## config.mk

```make
export PLATFORM = sky130hd
export DESIGN_NAME = vec_irq_arbiter
export DESIGN_NICKNAME = d
export VERILOG_FILES = /design/src/rtl/virq_pkg.sv /design/src/rtl/virq_dev_select.sv /design/src/rtl/virq_trap_select.sv /design/src/rtl/vec_irq_arbiter.sv
export SDC_FILE = /design/constraint.sdc
export NUM_CORES = 1
export LEC_CHECK = 0
export BUFFER_PORTS_ARGS = -buffer_cell sky130_fd_sc_hd__buf_2
export CAP_MARGIN = 20
export CORE_MARGIN = 4
export CORE_UTILIZATION = 45
export CTS_BUF_LIST = sky130_fd_sc_hd__clkbuf_4 sky130_fd_sc_hd__clkbuf_8 sky130_fd_sc_hd__clkbuf_16
export CTS_CLUSTER_SIZE = 12
export DETAILED_ROUTE_END_ITERATION = 6
export GPL_ROUTABILITY_DRIVEN = 0
export GPL_TIMING_DRIVEN = 0
export HOLD_SLACK_MARGIN = 0.03
export PLACE_DENSITY = 0.75
export SLEW_MARGIN = 10
export SYNTH_ARGS = -nofsm -noshare
export SYNTH_HDL_FRONTEND = slang
export SYNTH_SLANG_ARGS = --single-unit
```

## constraint.sdc

```tcl
create_clock -name clk -period 1.35 [get_ports clk]
set_input_delay 0.0675 -clock clk [delete_from_list [all_inputs] [get_ports clk]]
set_output_delay 0.0675 -clock clk [all_outputs]
set_load 0.02 [all_outputs]
```

## src/rtl/virq_pkg.sv

```systemverilog
package virq_pkg;

    typedef enum logic [1:0] {
        ST_IDLE  = 2'd0,
        ST_HOLD  = 2'd1,
        ST_CLEAR = 2'd2
    } arb_state_e;

    localparam int unsigned MIN_DEV_LEVEL = 4;

endpackage

```

## src/rtl/virq_dev_select.sv

```systemverilog
module virq_dev_select #(
    parameter int unsigned N_DEV = 8,
    parameter int unsigned LVL_W = 3,
    parameter int unsigned VEC_W = 9,
    parameter int unsigned SRC_W = 4,
    parameter logic [N_DEV*LVL_W-1:0] DEV_LVL = '0,
    parameter logic [N_DEV*VEC_W-1:0] DEV_VEC = '0
) (
    input  logic [N_DEV-1:0] req,
    input  logic [LVL_W-1:0] cpu_pri,
    output logic             found,
    output logic [SRC_W-1:0] idx,
    output logic [VEC_W-1:0] vec
);
    logic [N_DEV-1:0] eligible;

    // Per-source masking against the processor priority
    for (genvar g = 0; g < N_DEV; g++) begin : g_mask
        assign eligible[g] = req[g] && (DEV_LVL[g*LVL_W +: LVL_W] > cpu_pri);
    end

    logic [LVL_W-1:0] best_lvl;

    // Strictly-greater compare keeps the lowest index on ties
    always_comb begin
        found    = 1'b0;
        idx      = '0;
        vec      = '0;
        best_lvl = '0;
        for (int i = 0; i < N_DEV; i++) begin
            if (eligible[i] && (!found || DEV_LVL[i*LVL_W +: LVL_W] > best_lvl)) begin
                found    = 1'b1;
                idx      = SRC_W'(i);
                vec      = DEV_VEC[i*VEC_W +: VEC_W];
                best_lvl = DEV_LVL[i*LVL_W +: LVL_W];
            end
        end
    end

    // Levels 1..3 are never wired to a device
    initial begin
        for (int i = 0; i < N_DEV; i++) begin
            AST_DEV_LEVEL_LEGAL: assert (DEV_LVL[i*LVL_W +: LVL_W] >= LVL_W'(virq_pkg::MIN_DEV_LEVEL));
        end
    end

endmodule

```

## src/rtl/virq_trap_select.sv

```systemverilog
module virq_trap_select #(
    parameter int unsigned N_TRAP = 11,
    parameter int unsigned VEC_W  = 9,
    parameter int unsigned SRC_W  = 4,
    parameter logic [N_TRAP*VEC_W-1:0] TRAP_VEC = '0
) (
    input  logic [N_TRAP-1:0] req,
    output logic              found,
    output logic [SRC_W-1:0]  idx,
    output logic [VEC_W-1:0]  vec
);
    // Fixed order: lowest index first
    always_comb begin
        found = 1'b0;
        idx   = '0;
        vec   = '0;
        for (int i = N_TRAP - 1; i >= 0; i--) begin
            if (req[i]) begin
                found = 1'b1;
                idx   = SRC_W'(i);
                vec   = TRAP_VEC[i*VEC_W +: VEC_W];
            end
        end
    end

endmodule

```

## src/rtl/vec_irq_arbiter.sv

```systemverilog
module vec_irq_arbiter #(
    parameter int unsigned N_DEV  = 8,
    parameter int unsigned N_TRAP = 11,
    parameter int unsigned LVL_W  = 3,
    parameter int unsigned VEC_W  = 9,
    parameter logic [N_DEV*LVL_W-1:0] DEV_LVL =
        {3'd5, 3'd4, 3'd6, 3'd6, 3'd4, 3'd4, 3'd4, 3'd4},
    parameter logic [N_DEV*VEC_W-1:0] DEV_VEC =
        {9'o220, 9'o200, 9'o104, 9'o100, 9'o074, 9'o070, 9'o064, 9'o060},
    parameter logic [N_TRAP*VEC_W-1:0] TRAP_VEC =
        {9'o250, 9'o244, 9'o240, 9'o114, 9'o034, 9'o030,
         9'o024, 9'o020, 9'o014, 9'o010, 9'o004}
) (
    input  logic              clk,
    input  logic              rst_n,
    input  logic [N_DEV-1:0]  dev_req,
    input  logic [N_TRAP-1:0] trap_req,
    input  logic [LVL_W-1:0]  cpu_pri,
    input  logic              ack,
    output logic              take,
    output logic [VEC_W-1:0]  vector,
    output logic [N_DEV-1:0]  dev_clr
);
    import virq_pkg::*;

    localparam int unsigned N_MAX = (N_DEV > N_TRAP) ? N_DEV : N_TRAP;
    localparam int unsigned SRC_W = (N_MAX > 1) ? $clog2(N_MAX) : 1;

    typedef struct packed {
        arb_state_e       st;
        logic             take;
        logic [VEC_W-1:0] vec;
        logic             is_trap;
        logic [SRC_W-1:0] src;
        logic [N_DEV-1:0] clr;
    } arb_regs_t;

    arb_regs_t r_q, r_d;

    logic             dev_found, trap_found;
    logic [SRC_W-1:0] dev_idx, trap_idx;
    logic [VEC_W-1:0] dev_vec, trap_vec;

    virq_dev_select #(
        .N_DEV  (N_DEV),
        .LVL_W  (LVL_W),
        .VEC_W  (VEC_W),
        .SRC_W  (SRC_W),
        .DEV_LVL(DEV_LVL),
        .DEV_VEC(DEV_VEC)
    ) u_dev (
        .req    (dev_req),
        .cpu_pri(cpu_pri),
        .found  (dev_found),
        .idx    (dev_idx),
        .vec    (dev_vec)
    );

    virq_trap_select #(
        .N_TRAP  (N_TRAP),
        .VEC_W   (VEC_W),
        .SRC_W   (SRC_W),
        .TRAP_VEC(TRAP_VEC)
    ) u_trap (
        .req  (trap_req),
        .found(trap_found),
        .idx  (trap_idx),
        .vec  (trap_vec)
    );

    always_comb begin
        r_d     = r_q;
        r_d.clr = '0;
        unique case (r_q.st)
            ST_IDLE: begin
                if (trap_found) begin
                    r_d.st      = ST_HOLD;
                    r_d.take    = 1'b1;
                    r_d.vec     = trap_vec;
                    r_d.is_trap = 1'b1;
                    r_d.src     = trap_idx;
                end else if (dev_found) begin
                    r_d.st      = ST_HOLD;
                    r_d.take    = 1'b1;
                    r_d.vec     = dev_vec;
                    r_d.is_trap = 1'b0;
                    r_d.src     = dev_idx;
                end
            end
            ST_HOLD: begin
                if (ack) begin
                    r_d.st   = ST_CLEAR;
                    r_d.take = 1'b0;
                    r_d.vec  = '0;
                    for (int i = 0; i < N_DEV; i++) begin
                        r_d.clr[i] = !r_q.is_trap && (r_q.src == SRC_W'(i));
                    end
                end
            end
            ST_CLEAR: begin
                r_d.st = ST_IDLE;
            end
            default: begin
                r_d.st   = ST_IDLE;
                r_d.take = 1'b0;
                r_d.vec  = '0;
            end
        endcase
    end

    always_ff @(posedge clk) begin
        if (!rst_n) begin
            r_q <= '{st: ST_IDLE, take: 1'b0, vec: '0, is_trap: 1'b0,
                     src: '0, clr: '0};
        end else begin
            r_q <= r_d;
        end
    end

    assign take    = r_q.take;
    assign vector  = r_q.vec;
    assign dev_clr = r_q.clr;

    AST_HOLD_STABLE: assert property (@(posedge clk) disable iff (!rst_n)
        take && !ack |=> take && $stable(vector));
    AST_ACK_DROPS: assert property (@(posedge clk) disable iff (!rst_n)
        take && ack |=> !take);
    AST_CLR_ONEHOT: assert property (@(posedge clk) disable iff (!rst_n)
        $onehot0(dev_clr));
    AST_CLR_ONE_CYCLE: assert property (@(posedge clk) disable iff (!rst_n)
        (|dev_clr) |=> (dev_clr == '0) && !take);
    AST_CLR_AFTER_ACK: assert property (@(posedge clk) disable iff (!rst_n)
        (|dev_clr) |-> $past(take && ack));
    AST_TRAP_TAKEN: assert property (@(posedge clk) disable iff (!rst_n)
        (r_q.st == ST_IDLE) && (|trap_req) |=> take && r_q.is_trap);
    AST_IDLE_VEC_ZERO: assert property (@(posedge clk) disable iff (!rst_n)
        !take |-> vector == '0);

endmodule

```

Word level (Yosys, flattened, before mapping)
Index checks and enable logic that the tools add are counted.
{ "op_classes": {"magnitude_cmp": 10, "eq_ne": 11, "n_mux": 68, "n_bitwise": 1, "reduce_logical": 45} }
{ "ops": {"columns": ["cell", "count"], "rows": [
  ["8-bit 2-to-1 mux", 13],
  ["4-bit 2-to-1 mux", 11],
  ["17-bit 2-to-1 mux", 2],
  ["3-bit 2-to-1 mux", 11],
  ["3-bit > comparator (first input constant)", 10],
  ["10-bit case mux with 3 select lines", 1],
  ["6-bit 2-to-1 mux", 4],
  ["1-bit logical AND", 23],
  ["1-bit 2-to-1 mux", 20],
  ["4-bit by 3-bit equality test with 1-bit output (second input constant)", 4],
  ["7-bit 2-to-1 mux", 2],
  ["12-bit 2-to-1 mux", 1],
  ["4-bit by 2-bit equality test with 1-bit output (second input constant)", 2],
  ["1-bit logical NOT", 8],
  ["1-bit logical OR", 7],
  ["3-bit AND reduction", 2],
  ["4-bit by 1-bit equality test with 1-bit output (second input constant)", 1],
  ["4-bit logical NOT", 1],
  ["2-bit 2-to-1 mux", 2],
  ["2-bit case mux with 2 select lines", 1],
  ["2-bit AND reduction", 2],
  ["3-bit != test (second input constant)", 1],
  ["2-bit by 1-bit equality test with 1-bit output (second input constant)", 1],
  ["2-bit equality test (second input constant)", 1],
  ["other kinds (4)", 4]
]} }
{ "word_totals": {"regBits": 25, "out_inout_bits": 18, "word_cells": 141} }

Logic depth before layout (Yosys ltp)
Gate-level depths: netlist of the first run.
{ "depth": {"depth_word": 34, "depth_mapped": 6, "depth_no_buf": 5} }

Hierarchy
Synthesis of the first run repeated with hierarchy kept, for this count alone.
{ "unflattened": {"hier_cells": 198, "area_unflattened_um2": 1660.3} }
{ "modules_own_cells": {"columns": ["mod", "n_inst", "cells_per_inst", "area_each_um2"], "rows": [
  ["vec_irq_arbiter", 1, 126, 1199.9],
  ["virq_trap_select", 1, 37, 250.2],
  ["virq_dev_select", 1, 35, 210.2]
]} }

Least setup slack after synthesis of the first run
Ideal clock, no wire load.
{ "synth_path": {"kind": "input -> register", "start": "in dev_req[0]", "end": "reg r_q[8] in the netlist's numbering", "setup_time_ns": 0.140, "arrival_time_ns": 1.195, "slack_ns": 0.015, "cell_stages": 6, "n_path_buf": 1, "path_cell_list": "nor4_2 a22oi_2 o31a_1 buf_6 o21ai_0 a31oi_1"} }
{ "synth_between": {"elab_chain_len": 32} }
{ "synth_rtl": {"columns": ["element", "line", "rtl"], "rows": [
  ["start, declared", "vec_irq_arbiter.sv:16", "input logic [N_DEV-1:0] dev_req,"],
  ["1-bit logical AND *", "virq_dev_select.sv:19", "assign eligible[g] = req[g] && (DEV_LVL[g*LVL_W +: LVL_W] > cpu_pri);"],
  ["3-bit 2-to-1 mux / 1-bit 2-to-1 mux (equally long branches)", "virq_dev_select.sv:31", "if (eligible[i] && (!found || DEV_LVL[i*LVL_W +: LVL_W] > best_lvl)) begin"],
  ["3-bit > comparator / 1-bit logical NOT (equally long branches)", "virq_dev_select.sv:31", null],
  ["1-bit logical OR", "virq_dev_select.sv:31", null],
  ["1-bit logical AND", "virq_dev_select.sv:31", null],
  ["3-bit 2-to-1 mux / 1-bit 2-to-1 mux (equally long branches)", "virq_dev_select.sv:31", null],
  ["3-bit > comparator / 1-bit logical NOT (equally long branches)", "virq_dev_select.sv:31", null],
  ["1-bit logical OR", "virq_dev_select.sv:31", null],
  ["(+16 left out)", null, null],
  ["1-bit logical AND", "virq_dev_select.sv:31", null],
  ["3-bit 2-to-1 mux / 1-bit 2-to-1 mux (equally long branches)", "virq_dev_select.sv:31", null],
  ["3-bit > comparator / 1-bit logical NOT (equally long branches)", "virq_dev_select.sv:31", null],
  ["1-bit logical OR", "virq_dev_select.sv:31", null],
  ["1-bit logical AND", "virq_dev_select.sv:31", null],
  ["3-bit 2-to-1 mux / 1-bit 2-to-1 mux (equally long branches)", "virq_dev_select.sv:31", null],
  ["17-bit 2-to-1 mux / 2-bit nonzero test (equally long branches)", null, null],
  ["17-bit 2-to-1 mux / 2-bit AND reduction (equally long branches)", null, null],
  ["end signal, assigned", "vec_irq_arbiter.sv:113", "r_q <= '{st: ST_IDLE, take: 1'b0, vec: '0, is_trap: 1'b0,"],
  ["end signal, assigned", "vec_irq_arbiter.sv:116", "r_q <= r_d;"],
  ["end, declared", "vec_irq_arbiter.sv:38", "arb_regs_t r_q, r_d;"]
]} }
Every way passes the cells marked *; elsewhere a longest branch is shown, timed or not. The select of a mux whose other input is x is not followed.
A chain may end at the register's enable or synchronous reset.

Worst setup path after layout of the first run
{ "layout_path": {"start": "reg r_q[23] in the netlist's numbering", "end": "reg r_q, in the netlist vector[3]"} }
{ "layout_between": {"elab_chain_len": 3} }
{ "layout_rtl": {"columns": ["element", "line", "rtl"], "rows": [
  ["2-bit by 1-bit equality test with 1-bit output, or another cell as far along", "vec_irq_arbiter.sv:74", "unique case (r_q.st)"],
  ["2-bit != test (no line), or another cell as far along", null, null],
  ["3-bit AND reduction (no line)", null, null]
]} }
Several ways; a longest one is shown, not always the timed one.

==> results of run 1 <==
state kept, by name, summed over array words and instances, names as in the netlist:
register,cells
dev_clr,8
r_q,7
vector,6
take,1
repair_timing:
action / in CTS / in global routing
endpoints found under the hold margin: 2 / 0
pin swaps: 0 / 1
cloned: 0 / 0
gates resized for setup: 1 / 3
buffers inserted: 0 / 1
hold buffers: 1 / 0
setup endpoints to repair: 6 / 14
area by class of cell:
class | instances | area share, %
inverters | 6 | 1.38
well taps | 31 | 2.38
multi-input cells | 119 | 45.1
clock buffers | 4 | 2.23
plain buffers | 19 | 8.77
repair buffers | 41 | 13.1
flip-flops and latches | 22 | 27.1
kinds of logic after synthesis:
family,after synthesis,share of synthesized area (%)
AND/OR/NAND/NOR,66,28.2
AO/OA/AOI/OAI,49,24.5
buffers and inverters,25,12.6
flip-flops,22,33.6
multiplexers,1,0.764
other,1,0.286
layout by cell type, fill, tap and decap left out, types with 2 or more instances in the layout:
| cell type | netlist | routed |
|---|---|---|
| dfxtp_1 | 22 | 22 |
| nor3_1 | 6 | 5 |
| nand2b_1 | 7 | 7 |
| clkbuf_4 | 0 | 3 |
| o221ai_1 | 2 | 2 |
| buf_4 | 17 | 18 |
| a21oi_1 | 18 | 18 |
| nor2b_1 | 2 | 2 |
| nand3_1 | 9 | 9 |
| conb_1 | 1 | 3 |
| a31oi_1 | 2 | 2 |
| inv_1 | 5 | 5 |
| and3_1 | 2 | 2 |
| nor4_4 | 2 | 3 |
| o21ai_0 | 12 | 12 |
| nor2_1 | 21 | 20 |
| a21o_1 | 2 | 2 |
| nand2_1 | 8 | 8 |
| buf_2 | 0 | 39 |
power by group through the flow:
| stage | sequential [W] | clock, W | combinational [W] |
|---|---|---|---|
| finish | 0.000695 | 0.000355 | 0.000292 |
| global route | 0.000700 | 0.000386 | 0.000323 |
| CTS | 0.000693 | 0.000371 | 0.000283 |
| detailed placement | 0.000707 | 0 | 0.000280 |
| global placement | 0.000706 | 0 | 0.000269 |
| floorplan | 0.000707 | 0 | 0.000168 |
per-layer routing:
layer	vias up	routed length [um]
met3	5	149
li1	667	-
met2	38	1560
met5	-	0
met1	596	1180
met4	0	54
metrics by stage:
step                cell area, um2  TNS, ps
floorplan                     1320        0
global placement              1550    -2000
detailed placement            1550    -3060
CTS                           1600        0
global route                  1630        0
finish                        1630        0
worst min-delay path, cell delays in order:
cell,delay [ps]
buf_2,130
o21ai_0,80
a31oi_1,40
worst max path at each step:
stage               startpoint         to  slack (ps)
finish                 r_q[23]  vector[3]         120
global placement    dev_req[0]     r_q[8]        -220
floorplan           dev_req[0]     r_q[8]          10
detailed placement  dev_req[0]  vector[4]        -290
CTS                    r_q[23]  vector[3]          30
global route               ack  vector[7]          10
==> flow_metrics.tcl, run 1 <==
set metrics [dict create \
    syn_inst 164 \
    track_usage_pct 16.2 \
    run_status "completed" \
    cp_cell_sequence "nor2_4 -> o31a_1 -> buf_6 -> o221ai_1 -> a21oi_1" \
    cp.arrival_ps 1480 \
    finalHoldWorstSlack_ps 50.7 \
    hp-class "input port to flip-flop" \
    drive_above_1_share_pct 34.1 \
    viasPerCell 5.40 \
    p_per_area_nw_per_um2 825 \
    internal_power_w 0.000964 \
    maxCapViolCount 0 \
    seqCellArea_um2 440 \
    portBuffers 39 \
    fill_cells 267 \
    grt_setup_unrepaired "false" \
    ff2ff_setup_slack_ps 120 \
    critPathMaxFanout 10 \
    hold_violations 0 \
    end_kind "flip-flop" \
    cp-start-kind "flip-flop" \
    r2r-start "r_q[23]" \
    crit_required_ps 1590 \
    worstSkewPairLatency_ps 310 \
    p_seq_share_pct 51.8 \
    synth_top_area_cell "dfxtp_1" \
    drc 0 \
    whs_path_depth 3 \
    pre_cts_slack_ps -285 \
    use_met3_pct 2.07 \
    worst_slew_pin_slew_ps 519 \
    multiInputGateArea_um2 733 \
    clock-root-buffer "clkbuf_4" \
    ff2ff_path_depth 5 \
    yosysTopAreaCellShare_pct 33.6 \
    critPathMaxStageDelay_ps 380 \
    final_core_util_pct 59.0 \
    wl_um 2950 \
    hold_path.startpoint "rst_n" \
    first_global_vias 1144 \
    power_w 0.00134 \
    cp_top_family "compound AO/OA/AOI/OAI gates" \
    min_to "r_q[8]" \
    crit_buf_inv 1 \
    r2r-end "vector[3]" \
    p_switching_w 0.000379 \
    crit_type "flip-flop to flip-flop" \
    synthTopCellsByArea "dfxtp_1 34%, buf_4 9.7%, a21oi_1 6.9%" \
    fin_nets 237 \
    die_width_um 62.0 \
    switching_share_pct 28.2 \
    vdd_drop_max_v 0.000609 \
    finalSetupViolations 0 \
    cp_slowest_cell "dfxtp_1" \
    ant_nets 0 \
    fp.dieArea_um2 3840 \
    core_um2 2760 \
    overflow 0 \
    path_depth 5 \
    p_leak_nw 0.733 \
    met1_usage_pct 18.5 \
    clock-sinks 22 \
    grt_use_met2_pct 30.2 \
    placed_cells 236 \
    htree_num_levels 1 \
    yosysWarningCount 0 \
    synth_common_cells "22 x dfxtp_1, 21 x nor2_1, 18 x a21oi_1" \
    tritoncts "done" \
    via_count 1306 \
    yosysUniqueCellTypes 43 \
    postSynth.asyncResetShare_pct 0 \
    first_pass_iters 4 \
    syn_to_final_growth_pct 24.2 \
    drtIter0Drc 23 \
    ioPinCount 43 \
    synth_area_um2 1310 \
    antenna_found_initial 0 \
    yosysSeqAreaShare_pct 33.6 \
    die_h_um 62.0 \
    finalCriticalPeriod_ps 1230 \
    stdcell_count 242 \
    busiest_layer "met2" \
    finClkSkew_ps 5.40 \
    p_clk_share_pct 26.4 \
    synth-seq-cells 22 \
    cts_buffer_depth 2 \
    numCtsBuffers 3 \
    setup_slack_ps 118 \
    max_freq_mhz 812 \
    grt_pass1_wl_um 4650 \
    grt_max_degree 13 \
    core.rowCount 19 \
    yosysMostFrequentCell "dfxtp_1" \
    initial_utilization_pct 47.5 \
    slew_viol_final 0 \
    fin_crit_sh_pct 91.2 \
    dpl.hpwl_um 2400 \
    diodes 0 \
    max_slew_margin_pct 65.2 \
    syn_area_per_cell_um2 7.99 \
    routed_wire_length_per_instance_um 12.2 \
    clkTransAtPathRegs_ps 120 \
    comb_power_share_pct 21.8 \
    synth_flop_cell "dfxtp_1" \
    synth_edf_count 0 \
]
Power figures use the tool's default switching activity.
==> run 2: changes to the inputs <==
Settings changed: CAP_MARGIN 20 to 10, CORE_UTILIZATION 45 to 30, PLACE_DENSITY 0.75 to unset.
==> flow_metrics.tcl, run 2 (same netlist as run 1, synthesis figures left out) <==
set metrics [dict create \
    clock-sinks 22 \
    core.rowCount 23 \
    routed_wire_length_per_instance_um 11.5 \
    setup_slack_ps 51.4 \
    maxCapViolCount 0 \
    grt_pass1_wl_um 5040 \
    p_leak_nw 0.755 \
    drtIter0Drc 59 \
    critPathMaxFanout 8 \
    pre_cts_slack_ps -275 \
    ioPinCount 43 \
    placed_cells 255 \
    path_depth 8 \
    finalCriticalPeriod_ps 1300 \
    numCtsBuffers 3 \
    critPathMaxStageDelay_ps 340 \
    max_freq_mhz 770 \
    cp_cell_sequence "buf_2 -> nor4_4 -> nand3_2 -> buf_4 -> o31ai_4 -> buf_6 -> nand3_1 -> a21oi_1" \
    portBuffers 39 \
    drive_above_1_share_pct 35.7 \
    via_count 1262 \
    cp_slowest_cell "nor4_4" \
    vdd_drop_max_v 0.000383 \
    busiest_layer "met2" \
    cp.arrival_ps 1480 \
    finClkSkew_ps 9.82 \
    hp-class "input port to flip-flop" \
    htree_num_levels 1 \
    run_status "completed" \
    crit_required_ps 1530 \
    crit_buf_inv 3 \
    viasPerCell 4.80 \
    fin_crit_sh_pct 96.2 \
    end_kind "flip-flop" \
    ant_nets 0 \
    most-common-layout-cells "39 x buf_2, 22 x dfxtp_1, 20 x nor2_1, 20 x buf_4, 18 x a21oi_1" \
    finalSetupViolations 0 \
    die_h_um 74.1 \
    fp.dieArea_um2 5490 \
    ff2ff_path_depth 5 \
    diodes 0 \
    die_width_um 74.1 \
    grt_setup_unrepaired "true" \
    final_common_cell "buf_2" \
    p_per_area_nw_per_um2 863 \
    wl_um 3030 \
    fin_nets 239 \
    worst_slew_pin_slew_ps 543 \
    fill_cells 433 \
    r2r-end "vector[3]" \
    initial_utilization_pct 31.8 \
    overflow 0 \
    startpoint "trap_req[4]" \
    hold_violations 0 \
    first_pass_iters 4 \
    syn_to_final_growth_pct 28.7 \
    track_usage_pct 11.6 \
    stdcell_count 263 \
    clock-root-buffer "clkbuf_8" \
    crit_end "vector[7]" \
    clkTransAtPathRegs_ps 80 \
    max_slew_margin_pct 63.6 \
    r2r-start "r_q[23]" \
    grt_max_degree 13 \
    dpl.hpwl_um 2350 \
    crit_type "input port to flip-flop" \
    use_met3_pct 1.89 \
    first_global_vias 1126 \
    holdBufCountCts 0 \
    cts_buffer_depth 2 \
    largest_reg_flops 8 \
    drc 0 \
    cp-start-kind "input port" \
    slew_viol_final 0 \
    grt_use_met2_pct 17.5 \
    core_um2 4120 \
    ff2ff_setup_slack_ps 110 \
    antenna_found_initial 0 \
    met1_usage_pct 16.5 \
    worstSkewPairLatency_ps 260 \
    tritoncts "done" \
    cp_top_family "simple AND/OR/NAND/NOR gates" \
]
==> run 2: layout make-up <==
class                      count  area, um2  share of cell area (%)
tap                           50       62.6                    3.71
sequential                    22        440                    26.1
multi-input combinational    119        733                    43.5
clock buffer                   4       55.1                    3.26
inverter                       6       22.5                    1.34
timing repair buffer          43        229                    13.6
buffer                        19        144                    8.53
==> run 2: worst min-delay path: stages <==
cell	delay, ps
buf_2	100
nand2_1	50
o311a_1	90
==> run 2: worst min path at each step <==
stage | start | end | slack, ps | cells past startpoint
2_1_floorplan | rst_n | r_q[8] | 210 | 2
3_3_place_gp | ack | r_q[24] | 360 | 3
3_5_place_dp | rst_n | r_q[8] | 360 | 3
4_1_cts | rst_n | r_q[8] | 90 | 3
5_1_grt | ack | r_q[23] | 90 | 3
6_report | ack | r_q[23] | 90 | 3
==> run 2: stage by stage <==
step                      hold WS (ps)  area [um2]  setup TNS (ps)  utilization, %  total power, W
after floorplan                    206        1320               0               -        0.000875
after global placement             364        1580           -2660            38.3        0.000985
after detailed placement           360        1580           -2890            38.3        0.000987
after CTS                         87.5        1640               0            39.9         0.00145
after global routing              94.7        1690           -14.0            41.0         0.00152
final                             85.3        1690               0            41.0         0.00146
==> run 2: report_power, final <==
group          switching, W  internal, W  total [W]
clock              0.000205     0.000260   0.000465
combinational      0.000168     0.000126   0.000294
sequential        0.0000216     0.000674   0.000696
==> run 2: per-layer routing <==
layer	vias up	wire length, um
li1	671	-
met1	554	1480
met2	35	1350
met3	2	186
met4	0	17
met5	-	0
==> run 2: repair_timing <==
action,CTS,global route
pin swaps,0,4
setup endpoints to repair,8,12
buffers inserted,0,4
gates resized for setup,2,7
